==> src/rtl/cfp_pkg.sv <==
package cfp_pkg;
  typedef enum logic [2:0] {
    ST_IDLE, ST_SEL, ST_CTRL, ST_ADDR, ST_DATA, ST_CRC, ST_CLOSE, ST_WRITE
  } cfp_state_e;

  localparam logic [7:0] CODE_OK    = 8'h00;
  localparam logic [7:0] CODE_START = 8'hE1;
  localparam logic [7:0] CODE_CLOSE = 8'hE2;
  localparam logic [7:0] CODE_RANGE = 8'hE3;
  localparam logic [7:0] CODE_CRC   = 8'hE4;

  localparam int CTL_CMD_BIT = 7;
  localparam int CTL_CRC_BIT = 6;
endpackage

==> src/rtl/cfp_crc16.sv <==
module cfp_crc16 #(
  parameter logic [15:0] POLY = 16'h1021,
  parameter logic [15:0] SEED = 16'hFFFF
) (
  input  logic        clk,
  input  logic        rst_n,
  input  logic        init,
  input  logic        upd,
  input  logic [7:0]  din,
  output logic [15:0] crc
);
  logic [15:0] crc_q, crc_d;

  function automatic logic [15:0] step(input logic [15:0] c, input logic [7:0] b);
    logic [15:0] r;
    r = c;
    for (int i = 7; i >= 0; i--) begin
      if (r[15] ^ b[i]) r = {r[14:0], 1'b0} ^ POLY;
      else              r = {r[14:0], 1'b0};
    end
    return r;
  endfunction

  always_comb begin
    crc_d = crc_q;
    if (init)     crc_d = step(SEED, din);
    else if (upd) crc_d = step(crc_q, din);
  end

  always_ff @(posedge clk or negedge rst_n) begin
    if (!rst_n) crc_q <= SEED;
    else        crc_q <= crc_d;
  end

  assign crc = crc_q;
endmodule

==> src/rtl/cfp_byte_buf.sv <==
module cfp_byte_buf #(
  parameter int DEPTH = 32,
  parameter int IDX_W = $clog2(DEPTH)
) (
  input  logic             clk,
  input  logic             wr_en,
  input  logic [IDX_W-1:0] wr_idx,
  input  logic [7:0]       wr_data,
  input  logic [IDX_W-1:0] rd_idx,
  output logic [7:0]       rd_data
);
  logic [7:0] mem_q [DEPTH];

  always_ff @(posedge clk) begin
    if (wr_en) mem_q[wr_idx] <= wr_data;
  end

  assign rd_data = mem_q[rd_idx];
endmodule

==> src/rtl/cfp_range_chk.sv <==
module cfp_range_chk #(
  parameter int          AW    = 32,
  parameter int          LEN_W = 5,
  parameter logic [AW-1:0] LO  = '0,
  parameter logic [AW-1:0] HI  = '1
) (
  input  logic [AW-1:0]    base,
  input  logic [LEN_W-1:0] len_m1,
  output logic             in_window
);
  logic [AW:0] last;

  always_comb begin
    last      = {1'b0, base} + {{(AW+1-LEN_W){1'b0}}, len_m1};
    in_window = (base >= LO) && (last <= {1'b0, HI});
  end
endmodule

==> src/rtl/cmdframe_parser.sv <==
module cmdframe_parser #(
  parameter logic [7:0]  START_BYTE = 8'h68,
  parameter logic [7:0]  CLOSE_BYTE = 8'h16,
  parameter bit          SEL_EN     = 1'b1,
  parameter logic [7:0]  SEL_BYTE   = 8'hAD,
  parameter logic [31:0] ADDR_LO    = 32'h2020_0000,
  parameter logic [31:0] ADDR_HI    = 32'h2020_7FFF,
  parameter int          MAX_LEN    = 32,
  localparam int         LEN_W      = $clog2(MAX_LEN)
) (
  input  logic             clk,
  input  logic             rst_n,
  input  logic             rx_valid,
  input  logic [7:0]       rx_byte,
  output logic             mem_we,
  output logic [31:0]      mem_addr,
  output logic [7:0]       mem_wdata,
  output logic             rd_req,
  output logic [31:0]      rd_addr,
  output logic [LEN_W:0]   rd_len,
  output logic             res_valid,
  output logic             res_error,
  output logic [7:0]       res_code
);
  import cfp_pkg::*;

  cfp_state_e       state_q, state_d;
  logic             cmd_wr_q, cmd_wr_d;
  logic             crc_on_q, crc_on_d;
  logic             foreign_q, foreign_d;
  logic [LEN_W-1:0] len_q, len_d;
  logic [LEN_W-1:0] idx_q, idx_d;
  logic [31:0]      addr_q, addr_d;
  logic [15:0]      rxcrc_q, rxcrc_d;
  logic             res_valid_q, res_valid_d;
  logic             res_error_q, res_error_d;
  logic [7:0]       res_code_q, res_code_d;
  logic             rd_req_q, rd_req_d;

  logic             crc_init, crc_upd;
  logic [15:0]      crc_calc;
  logic             buf_we;
  logic [7:0]       buf_rd;
  logic             in_window;
  logic             crc_bad;

  cfp_crc16 #(.POLY(16'h1021), .SEED(16'hFFFF)) u_crc (
    .clk(clk), .rst_n(rst_n), .init(crc_init), .upd(crc_upd),
    .din(rx_byte), .crc(crc_calc)
  );

  cfp_byte_buf #(.DEPTH(MAX_LEN), .IDX_W(LEN_W)) u_buf (
    .clk(clk), .wr_en(buf_we), .wr_idx(idx_q), .wr_data(rx_byte),
    .rd_idx(idx_q), .rd_data(buf_rd)
  );

  cfp_range_chk #(.AW(32), .LEN_W(LEN_W), .LO(ADDR_LO), .HI(ADDR_HI)) u_range (
    .base(addr_q), .len_m1(len_q), .in_window(in_window)
  );

  assign crc_bad = crc_on_q && (rxcrc_q != crc_calc);
  assign buf_we  = rx_valid && (state_q == ST_DATA);

  // The CRC covers everything from the start byte through the payload.
  always_comb begin
    crc_init = rx_valid && (state_q == ST_IDLE) && (rx_byte == START_BYTE);
    crc_upd  = rx_valid && ((state_q == ST_SEL) || (state_q == ST_CTRL) ||
                            (state_q == ST_ADDR) || (state_q == ST_DATA));
  end

  always_comb begin
    state_d     = state_q;
    cmd_wr_d    = cmd_wr_q;
    crc_on_d    = crc_on_q;
    foreign_d   = foreign_q;
    len_d       = len_q;
    idx_d       = idx_q;
    addr_d      = addr_q;
    rxcrc_d     = rxcrc_q;
    res_valid_d = 1'b0;
    res_error_d = res_error_q;
    res_code_d  = res_code_q;
    rd_req_d    = 1'b0;

    case (state_q)
      ST_IDLE: if (rx_valid) begin
        if (rx_byte == START_BYTE) begin
          foreign_d = 1'b0;
          state_d   = SEL_EN ? ST_SEL : ST_CTRL;
        end else begin
          res_valid_d = 1'b1;
          res_error_d = 1'b1;
          res_code_d  = CODE_START;
        end
      end
      ST_SEL: if (rx_valid) begin
        foreign_d = (rx_byte != SEL_BYTE);
        state_d   = ST_CTRL;
      end
      ST_CTRL: if (rx_valid) begin
        cmd_wr_d = rx_byte[CTL_CMD_BIT];
        crc_on_d = rx_byte[CTL_CRC_BIT];
        len_d    = rx_byte[LEN_W-1:0];
        idx_d    = '0;
        state_d  = ST_ADDR;
      end
      ST_ADDR: if (rx_valid) begin
        addr_d[{idx_q[1:0], 3'b000} +: 8] = rx_byte;
        idx_d = idx_q + 1'b1;
        if (idx_q[1:0] == 2'd3) begin
          idx_d = '0;
          if (cmd_wr_q)      state_d = ST_DATA;
          else if (crc_on_q) state_d = ST_CRC;
          else               state_d = ST_CLOSE;
        end
      end
      ST_DATA: if (rx_valid) begin
        idx_d = idx_q + 1'b1;
        if (idx_q == len_q) begin
          idx_d   = '0;
          state_d = crc_on_q ? ST_CRC : ST_CLOSE;
        end
      end
      ST_CRC: if (rx_valid) begin
        rxcrc_d[{idx_q[0], 3'b000} +: 8] = rx_byte;
        idx_d = idx_q + 1'b1;
        if (idx_q[0]) begin
          idx_d   = '0;
          state_d = ST_CLOSE;
        end
      end
      ST_CLOSE: if (rx_valid) begin
        state_d = ST_IDLE;
        idx_d   = '0;
        if (!foreign_q) begin
          if (rx_byte != CLOSE_BYTE) begin
            res_valid_d = 1'b1; res_error_d = 1'b1; res_code_d = CODE_CLOSE;
          end else if (crc_bad) begin
            res_valid_d = 1'b1; res_error_d = 1'b1; res_code_d = CODE_CRC;
          end else if (!in_window) begin
            res_valid_d = 1'b1; res_error_d = 1'b1; res_code_d = CODE_RANGE;
          end else if (cmd_wr_q) begin
            state_d = ST_WRITE;
          end else begin
            res_valid_d = 1'b1; res_error_d = 1'b0; res_code_d = CODE_OK;
            rd_req_d    = 1'b1;
          end
        end
      end
      ST_WRITE: begin
        idx_d = idx_q + 1'b1;
        if (idx_q == len_q) begin
          idx_d       = '0;
          state_d     = ST_IDLE;
          res_valid_d = 1'b1;
          res_error_d = 1'b0;
          res_code_d  = CODE_OK;
        end
      end
      default: state_d = ST_IDLE;
    endcase
  end

  always_ff @(posedge clk or negedge rst_n) begin
    if (!rst_n) begin
      state_q     <= ST_IDLE;
      cmd_wr_q    <= 1'b0;
      crc_on_q    <= 1'b0;
      foreign_q   <= 1'b0;
      len_q       <= '0;
      idx_q       <= '0;
      addr_q      <= '0;
      rxcrc_q     <= '0;
      res_valid_q <= 1'b0;
      res_error_q <= 1'b0;
      res_code_q  <= CODE_OK;
      rd_req_q    <= 1'b0;
    end else begin
      state_q     <= state_d;
      cmd_wr_q    <= cmd_wr_d;
      crc_on_q    <= crc_on_d;
      foreign_q   <= foreign_d;
      len_q       <= len_d;
      idx_q       <= idx_d;
      addr_q      <= addr_d;
      rxcrc_q     <= rxcrc_d;
      res_valid_q <= res_valid_d;
      res_error_q <= res_error_d;
      res_code_q  <= res_code_d;
      rd_req_q    <= rd_req_d;
    end
  end

  assign mem_we    = (state_q == ST_WRITE);
  assign mem_addr  = addr_q + {{(32-LEN_W){1'b0}}, idx_q};
  assign mem_wdata = buf_rd;
  assign rd_req    = rd_req_q;
  assign rd_addr   = addr_q;
  assign rd_len    = {1'b0, len_q} + 1'b1;
  assign res_valid = res_valid_q;
  assign res_error = res_error_q;
  assign res_code  = res_code_q;
endmodule

==> config.mk <==
export PLATFORM = sky130hd
export DESIGN_NAME = cmdframe_parser
export DESIGN_NICKNAME = d
export VERILOG_FILES = /design/src/rtl/cfp_pkg.sv /design/src/rtl/cfp_crc16.sv /design/src/rtl/cfp_byte_buf.sv /design/src/rtl/cfp_range_chk.sv /design/src/rtl/cmdframe_parser.sv
export SDC_FILE = /design/constraint.sdc
export NUM_CORES = 1
export LEC_CHECK = 0
export BUFFER_PORTS_ARGS = -buffer_cell sky130_fd_sc_hd__buf_2
export CELL_PAD_IN_SITES_DETAIL_PLACEMENT = 0
export CELL_PAD_IN_SITES_GLOBAL_PLACEMENT = 1
export CORE_UTILIZATION = 53
export CTS_BUF_LIST = sky130_fd_sc_hd__clkbuf_4
export DETAILED_ROUTE_END_ITERATION = 12
export HOLD_SLACK_MARGIN = 0.03
export PLACE_DENSITY = 0.9
export SYNTH_ARGS = -nofsm -noshare
export SYNTH_HDL_FRONTEND = slang
export SYNTH_SLANG_ARGS = --single-unit
==> constraint.sdc <==
create_clock -name clk -period 5.05 [get_ports clk]
set_input_delay 1.01 -clock clk [delete_from_list [all_inputs] [get_ports clk]]
set_output_delay 1.01 -clock clk [all_outputs]
set_load 0.005 [all_outputs]
# ---- Yosys cells after proc, flatten, opt, wreduce, memory -nomap -nowiden
# Memory sizes are Yosys's and may differ from the RTL's.
# Cells that the tools add are included.
dict set report totals {
  regBits 91
  ram_bits 256
  output_inout_bits 90
  memories 1
}
dict set report classes {
  addsub 6
  magnitude_cmp 2
  n_eq_ne 29
  shifts 4
  n_mux 111
  bitwise_logic 30
  n_reduce_logical 22
}
# memory words word_bits read_ports rd_ports_with_merged_regs wr line_no
set mem_list {}
lappend mem_list {u_buf.mem_q 32 8 1 0 1 cfp_byte_buf.sv:12} ;# logic [7:0] mem_q [DEPTH];
# op count
set op_table {}
lappend op_table {{16-bit 2-to-1 mux} 23}
lappend op_table {{13-bit 2-to-1 mux} 16}
lappend op_table {{8-bit 2-to-1 mux} 9}
lappend op_table {{3-bit 2-to-1 mux} 17}
lappend op_table {{3-bit NOT} 15}
lappend op_table {{5-bit 2-to-1 mux} 7}
lappend op_table {{32-bit by 5-bit adder with 33-bit output} 1}
lappend op_table {{33-bit by 30-bit less-or-equal comparator with 1-bit output (second input constant)} 1}
lappend op_table {{32-bit by 5-bit adder with 32-bit output} 1}
lappend op_table {{32-bit bitwise mux} 1}
lappend op_table {{32-bit by 30-bit >= comparator with 1-bit output (second input constant)} 1}
lappend op_table {{8-bit by 7-bit variable shift with 32-bit output (first input constant)} 1}
lappend op_table {{8-bit by 7-bit indexed part select with 32-bit output} 1}
lappend op_table {{1-bit 2-to-1 mux} 29}
lappend op_table {{5-bit one-hot mux with 5 select lines} 1}
lappend op_table {{3-bit one-hot mux with 8 select lines} 1}
lappend op_table {{8-bit one-hot mux with 3 select lines} 1}
lappend op_table {{2-bit != test (second input constant)} 10}
lappend op_table {{16-bit bitwise mux} 1}
lappend op_table {{16-bit != test} 1}
lappend op_table {{8-bit by 6-bit variable shift with 16-bit output (first input constant)} 1}
lappend op_table {{8-bit by 6-bit indexed part select with 16-bit output} 1}
lappend op_table {{1-bit XOR} 15}
lappend op_table {{3-bit equality test (second input constant)} 4}
lappend op_table {{28 further kinds} 45}

# ---- Longest topological paths before layout
# Gate-level depths: netlist of the first run.
dict set report depth {
  word_depth 35
  depth_mapped 14
}

# ---- By module
# A second synthesis of the first run with hierarchy kept.
dict set report hier_totals {
  hier_cells 1088
  area_unflattened_um2 15870.2
}
# mod instances cells_each area_per_inst_um2
set by_module_without_submodules {}
lappend by_module_without_submodules {cfp_byte_buf 1 409 9893.2}
lappend by_module_without_submodules {cmdframe_parser 1 479 4290.4}
lappend by_module_without_submodules {cfp_crc16 1 126 1168.6}
lappend by_module_without_submodules {cfp_range_chk 1 74 518.0}

# ---- Least setup slack after synthesis of the first run
# No wires, ideal clock.
dict set report synth_path {
  path_kind {register -> output}
  start {register idx_q[1]}
  end {output mem_addr[30]}
  t_arrival_ps 3362
  required_ps 4040
  setup_slack_ps 678
  path_stages_with_launch 15
  path_cell_list {dfrtp_1 > clkbuf_1 > clkbuf_1 > clkbuf_1 > inv_1 > fa_1 > nor2b_1 > o21ai_0 > a21boi_0 > or2_2 > and3_1 > clkbuf_1 > nand4_1 > nor3_1 > xor2_1}
}
dict set report synth_via {
  elab_chain_len 1
}
# element line_no
set synth_lines {}
lappend synth_lines {{from (decl)} cmdframe_parser.sv:32} ;# logic [LEN_W-1:0] idx_q, idx_d;
lappend synth_lines {{from (signal assigned)} cmdframe_parser.sv:184} ;# idx_q <= idx_d;
lappend synth_lines {{32-bit by 5-bit adder with 32-bit output} cmdframe_parser.sv:195} ;# assign mem_addr = addr_q + {{(32-LEN_W){1'b0}}, idx_q};
lappend synth_lines {{to (decl)} cmdframe_parser.sv:16} ;# output logic [31:0] mem_addr,
# No other way between the ends.

# ---- Worst setup path after layout of the first run
dict set report layout_path {
  start {register addr_q[1], in the netlist rd_addr[1]}
  end {output mem_addr[30]}
}
dict set report layout_via {
  elab_chain_len 1
}
# element line_no
set layout_lines {}
lappend layout_lines {{from (decl)} cmdframe_parser.sv:33} ;# logic [31:0] addr_q, addr_d;
lappend layout_lines {{from (signal assigned)} cmdframe_parser.sv:185} ;# addr_q <= addr_d;
lappend layout_lines {{32-bit by 5-bit adder with 32-bit output} cmdframe_parser.sv:195}
# No other way between the ends.

==> results of run 1 <==
[synthesized netlist by cell type (4+ instances only)]
cell type | n | area (um^2)
a31oi_1 | 7 | 43.79
nor2_1 | 87 | 326.6
buf_1 | 12 | 45.04
and2_1 | 4 | 25.02
clkbuf_1 | 42 | 157.7
a21oi_1 | 25 | 125.1
or2_2 | 6 | 37.54
mux2_2 | 22 | 247.7
dfstp_2 | 16 | 420.4
o211ai_1 | 4 | 30.03
mux2i_1 | 5 | 50.05
nand2b_1 | 5 | 31.28
o21ai_0 | 50 | 250.2
mux4_2 | 64 | 1441
dfrtp_1 | 70 | 1752
a22oi_1 | 32 | 240.2
nand4_1 | 26 | 162.7
nor3_1 | 14 | 70.07
xnor2_1 | 58 | 508.0
nor3b_1 | 5 | 37.54
nand2_1 | 113 | 424.2
edfxtp_1 | 256 | 7687
and3_1 | 7 | 43.79
nand3b_1 | 4 | 30.03
nor2b_1 | 5 | 31.28
nand3_1 | 25 | 125.1
buf_4 | 8 | 60.06
inv_1 | 18 | 67.56
ha_1 | 18 | 225.2
xor2_1 | 26 | 227.7
[layout make-up]
| class | count | area (um^2) | area share |
|---|---|---|---|
| Tap cell | 384 | 480.5 | 0.02756 |
| Clock buffer | 115 | 863.3 | 0.04952 |
| Antenna cell | 1 | 2.502 | 0.0001435 |
| Clock inverter | 38 | 186.4 | 0.01069 |
| Multi-Input combinational cell | 672 | 5356 | 0.3072 |
| Timing Repair Buffer | 114 | 613.1 | 0.03517 |
| Inverter | 18 | 67.56 | 0.003875 |
| Sequential cell | 342 | 9864 | 0.5658 |
[layout by cell type (no fill, tap or decap), types with 7 or more instances in the layout]
cell,n
edfxtp_1,256
clkbuf_4,115
nand2_1,113
buf_2,97
nor2_1,87
dfrtp_1,68
mux4_2,64
xnor2_1,58
o21ai_0,50
a22oi_1,32
clkinv_1,27
nand4_1,26
xor2_1,26
a21oi_1,25
nand3_1,25
mux2_2,22
inv_1,18
ha_1,18
buf_4,17
dfstp_2,16
nor3_1,14
and3_1,7
a31oi_1,7
[sequential cells by signal, summed over array words and instances (netlist names)]
name / count
cmd_wr_q: 1
crc_on_q: 1
foreign_q: 1
idx_q: 5
len_q: 5
rd_addr: 32
rd_req: 1
res_code: 4
res_valid: 1
rxcrc_q: 16
state_q: 3
u_buf.mem_q: 256
u_crc.crc: 16
[where the power goes]
part / total [mW] / internal (mW) / switching [mW]
clock: 2.22 / 1.08 / 1.14
combinational: 3.05 / 1.41 / 1.65
sequential: 3.78 / 3.36 / 0.424
[per-stage QoR]
step	hold WS (ns)	utilization	power [mW]
after floorplan	0.4721	-	5.928
after global placement	0.4939	0.5677	6.829
after detailed placement	0.4972	0.5677	6.876
after CTS	0.2976	0.6041	9.090
after global routing	0.3214	0.6041	9.557
final	0.2910	0.6041	9.054
[cells by family (layout without fill, tap and decap cells)]
logic type / after synthesis / after routing
other: 1 / 3
adder cells (fa/ha/maj): 20 / 20
flip-flops: 342 / 342
XOR/XNOR: 84 / 84
AND/OR/NAND/NOR: 328 / 328
AO/OA/AOI/OAI: 147 / 147
buffers and inverters: 86 / 285
multiplexers: 91 / 91
[layer usage]
| metal | GRT usage | wire (um) |
|---|---|---|
| met1 | 0.3572 | 15730 |
| met2 | 0.4003 | 18070 |
| met3 | 0.04759 | 2908 |
| met4 | 0.08699 | 811 |
| met5 | 0 | 0 |
[worst max path at each step]
stage / endpoint / slack, ns / from / cells past startpoint
floorplan: mem_addr[30] / 0.68 / idx_q[1] / 14
global placement: mem_addr[30] / 1.32 / rd_addr[0] / 12
global route: mem_addr[30] / 0.15 / rd_addr[1] / 11
detailed placement: mem_addr[30] / 1.26 / rd_addr[0] / 12
CTS: mem_addr[30] / 0.47 / rd_addr[1] / 11
finish: mem_addr[30] / 0.49 / rd_addr[1] / 11
[critical path: stages, from the launching register on]
cell      delay, ns
dfrtp_1        0.47
inv_1          0.10
fa_1           0.46
nor2b_1        0.11
o21ai_0        0.10
a21boi_0       0.23
or2_2          0.20
and3_1         0.33
nand4_1        0.25
nor3_1         0.27
xor2_1         0.15
buf_2          0.12
==> flow_metrics.py, run 1 <==
metrics = {
    "outcome": {
        "status": "finished, final reports clean",
    },
    "synth": {
        "synthCells": 1099,
        "muxShareOfSynthArea": 0.1114,
        "synth_xor_area_frac": 0.04712,
        "syn_area_per_cell_um2": 14.21,
        "synth-simple-area-share": 0.1042,
        "synth_fa_ha_area_frac": 0.01699,
        "syn_area_um2": 15610,
        "ys.warnings.count": 0,
        "ys_types": 74,
        "synth_edf_count": 256,
        "synth_seq_cells": 342,
        "synth_compound_area_frac": 0.06282,
        "synth-main-ff-cell": "edfxtp_1",
        "synth_top_family_by_area": "multiplexers",
        "yosysSeqAreaShare": 0.6314,
        "async_flop_share": 0.2515,
    },
    "die": {
        "start_util": 0.5411,
        "num_rows": 62,
        "die_h_um": 173.6,
        "die_w_um": 173.6,
        "core_um2": 28860,
        "io_pins": 101,
        "design.die.area_um2": 30150,
    },
    "sta": {
        "slew_violations": 0,
        "finClkSkew_ns": 0.05849,
        "setup_viol": 0,
        "hold_violations": 0,
        "setup_ws_ns": 0.4902,
        "setup_tns_ns": 0,
        "post-route-period-util": 0.9029,
        "post-route-min-period_ns": 4.560,
        "rsz0062_at_grt": "no",
        "slew_headroom": 0.1547,
        "max_freq_mhz": 219.3,
        "worst_pin_slew_ns": 1.265,
    },
    "critical_path": {
        "regToRegStartpoint": "rd_addr[1]",
        "start_kind": "flop",
        "rr_worst_depth": 8,
        "crit_arrival_ns": 3.55,
        "end_kind": "output port",
        "crit_fanout": 7,
        "critPathRequiredTime_ns": 4.04,
        "regToRegEndpoint": "rd_req",
        "critPathKind": "reg2out",
        "rrSetupSlack_ns": 1.61,
    },
    "routing": {
        "routed_wl_mm": 37.52,
        "first_pass_iters": 5,
        "wl_per_cell_um": 22.28,
        "via_per_inst": 5.939,
        "drt_iter0_drc": 910,
        "vias": 10000,
        "drc": 0,
        "final_antenna_net_count": 0,
    },
    "cts": {
        "cts_htree_levels": 3,
        "tritoncts": "done",
        "clk_pin_slew_worst_paths_ns": 0.07,
        "root_buffer": "clkbuf_4",
        "cts.sinks": 342,
        "cts_buffers": 85,
        "clock_path_buffers": 3,
        "worstSkewPairLatency_ns": 0.75,
        "cts_resized": 0,
        "post_cts_buffers": 0,
        "ctsHoldBuffers": 0,
    },
    "place": {
        "io_buffers": 98,
        "pre_cts_slack_ns": 1.261,
        "routabilityCongestion": 0.8753,
        "post_dp_cell_area_um2": 16380,
        "dp_hpwl_mm": 24.09,
        "dp.cells": 1530,
    },
    "cells_and_area": {
        "nets": 1264,
        "fill_cells": 2195,
        "fin_area_um2": 17430,
        "area_growth_pct": 11.65,
        "drive_gt1_frac": 0.2841,
        "fin_cells": 1684,
    },
    "power_and_ir_drop": {
        "ir_drop_v": 0.0003766,
        "power_density_nw_per_um2": 519.3,
        "power_leakage_nw": 6.408,
    },
    "grt": {
        "grt_pass1_vias": 9809,
        "track_usage": 0.2537,
        "antenna_found_initial": 1,
        "gr-total-overflow": 0,
        "grt_max_degree": 71,
        "grt_pass1_wl_mm": 57.59,
    },
    "hold_path": {
        "min_path_type": "in2async",
    },
    "run": {
        "maxCapViolations": 0,
    },
}
No activity file was read; power rests on OpenSTA's default activity.
==> run 2, diff against run 1 <==
--- a/config.mk
+++ b/config.mk
@@ -8,11 +8,11 @@
 export BUFFER_PORTS_ARGS = -buffer_cell sky130_fd_sc_hd__buf_2
 export CELL_PAD_IN_SITES_DETAIL_PLACEMENT = 0
 export CELL_PAD_IN_SITES_GLOBAL_PLACEMENT = 1
-export CORE_UTILIZATION = 53
+export CORE_UTILIZATION = 50
 export CTS_BUF_LIST = sky130_fd_sc_hd__clkbuf_4
 export DETAILED_ROUTE_END_ITERATION = 12
 export HOLD_SLACK_MARGIN = 0.03
-export PLACE_DENSITY = 0.9
+export PLACE_DENSITY = 0.86
 export SYNTH_ARGS = -nofsm -noshare
 export SYNTH_HDL_FRONTEND = slang
 export SYNTH_SLANG_ARGS = --single-unit
==> flow_metrics.py, run 2 (same netlist as run 1, synthesis figures left out) <==
metrics = {
    "place": {
        "post_dp_cell_area_um2": 16400,
        "dp.cells": 1542,
        "io_buffers": 98,
        "routabilityCongestion": 0.8577,
        "dp_hpwl_mm": 24.26,
    },
    "routing": {
        "routed_wl_mm": 37.53,
        "wl_met1_mm": 15.93,
        "vias": 9818,
        "route.met2.wl_mm": 18.20,
        "drc": 0,
        "wl_per_cell_um": 22.08,
        "route.met3.wl_mm": 2.616,
        "via_per_inst": 5.775,
        "final_antenna_net_count": 0,
        "drt_iter0_drc": 895,
        "first_pass_iters": 5,
        "top_layer": "met4",
    },
    "grt": {
        "gr-total-overflow": 0,
        "grt_max_degree": 71,
        "antenna_found_initial": 1,
        "grt_pass1_wl_mm": 56.51,
        "track_usage": 0.2415,
        "grt_pass1_vias": 9668,
    },
    "cts": {
        "cts.sinks": 342,
        "worstSkewPairLatency_ns": 0.76,
        "cts_resized": 0,
        "clock_path_buffers": 3,
        "root_buffer": "clkbuf_4",
        "cts_buffers": 86,
        "tritoncts": "done",
        "ctsHoldBuffers": 0,
        "post_cts_buffers": 0,
        "cts_htree_levels": 3,
        "clk_pin_slew_worst_paths_ns": 0.07,
    },
    "sta": {
        "slew_violations": 0,
        "post-route-period-util": 0.9004,
        "worst_pin_slew_ns": 1.252,
        "rsz0062_at_grt": "no",
        "setup_viol": 0,
        "setup_tns_ns": 0,
        "hold_violations": 0,
        "max_freq_mhz": 219.9,
        "finClkSkew_ns": 0.07829,
        "slew_headroom": 0.1638,
        "post-route-min-period_ns": 4.547,
    },
    "cells_and_area": {
        "final_common_cell": "edfxtp_1",
        "fin_area_um2": 17520,
        "largest_reg_flops": 256,
        "nets": 1265,
        "area_growth_pct": 12.20,
        "post-route-util": 0.5713,
        "fin_cells": 1700,
        "mostFrequentLayoutCells": "edfxtp_1 (256), clkbuf_4 (131), nand2_1 (113)",
        "regMostFlops": "u_buf.mem_q",
        "drive_gt1_frac": 0.2947,
    },
    "die": {
        "start_util": 0.5091,
        "core_um2": 30670,
        "die_w_um": 178.7,
        "io_pins": 101,
        "die_h_um": 178.7,
        "num_rows": 64,
        "design.die.area_um2": 31940,
    },
    "critical_path": {
        "regToRegStartpoint": "len_q[0]",
        "crit_fanout": 7,
        "regToRegEndpoint": "state_q[2]",
        "critPathKind": "reg2out",
        "start_kind": "flop",
        "critPathRequiredTime_ns": 4.04,
        "crit_arrival_ns": 3.54,
        "rrSetupSlack_ns": 1.69,
        "end_kind": "output port",
        "rr_worst_depth": 10,
    },
    "power_and_ir_drop": {
        "power_leakage_nw": 6.457,
        "ir_drop_v": 0.0003462,
        "power_density_nw_per_um2": 525.1,
    },
    "outcome": {
        "status": "finished, final reports clean",
    },
    "run": {
        "maxCapViolations": 0,
    },
    "hold_path": {
        "min_path_type": "in2async",
    },
}
[run 2: worst max-delay path by stage]
stage               startpoint            to  slack (ns)  depth (start not counted)
global placement    rd_addr[0]  mem_addr[30]        1.28                         12
global route        rd_addr[1]  mem_addr[30]        0.22                         11
CTS                 rd_addr[0]  mem_addr[30]        0.46                         12
detailed placement  rd_addr[0]  mem_addr[30]        1.22                         12
finish              rd_addr[0]  mem_addr[30]        0.50                         12
floorplan             idx_q[1]  mem_addr[30]        0.68                         14
[run 2: cell type report]
cell class,count,area (um^2)
clock buffers,131,983.4
clock inverters,26,137.6
diodes,1,2.502
multi-input cells,672,5356
fillers,2422,13150
flip-flops and latches,342,9864
inverters,18,67.56
well taps,396,495.5
repair buffers,114,613.1
[run 2: routing by layer]
metal	up-vias	track usage
li1	4465	-
met1	4899	0.3331
met2	398	0.3842
met3	56	0.04941
met4	0	0.07945
met5	-	0
[run 2: worst max-delay path, cell delays in order (launching register included)]
cell	delay, ns
dfrtp_1	0.41
ha_1	0.19
inv_1	0.05
fa_1	0.41
nor2b_1	0.12
o21ai_0	0.11
a21boi_0	0.24
or2_2	0.18
and3_1	0.33
nand4_1	0.24
nor3_1	0.27
xor2_1	0.15
buf_2	0.13
[run 2: power breakdown]
part	internal (mW)	switching (mW)	total [mW]	leakage, nW
clock	1.20	1.14	2.34	0.668
sequential	3.36	0.420	3.78	3.38
combinational	1.41	1.67	3.08	2.41
total	5.97	3.23	9.20	6.46
[run 2: through the flow]
stage	worst slack (ns)	power, mW	hold slack (ns)
2_1_floorplan	0.6782	5.928	0.4721
3_3_place_gp	1.285	6.873	0.4855
3_5_place_dp	1.219	6.921	0.4956
4_1_cts	0.4564	9.263	0.3046
5_1_grt	0.2213	9.729	0.3194
6_report	0.5031	9.199	0.3095
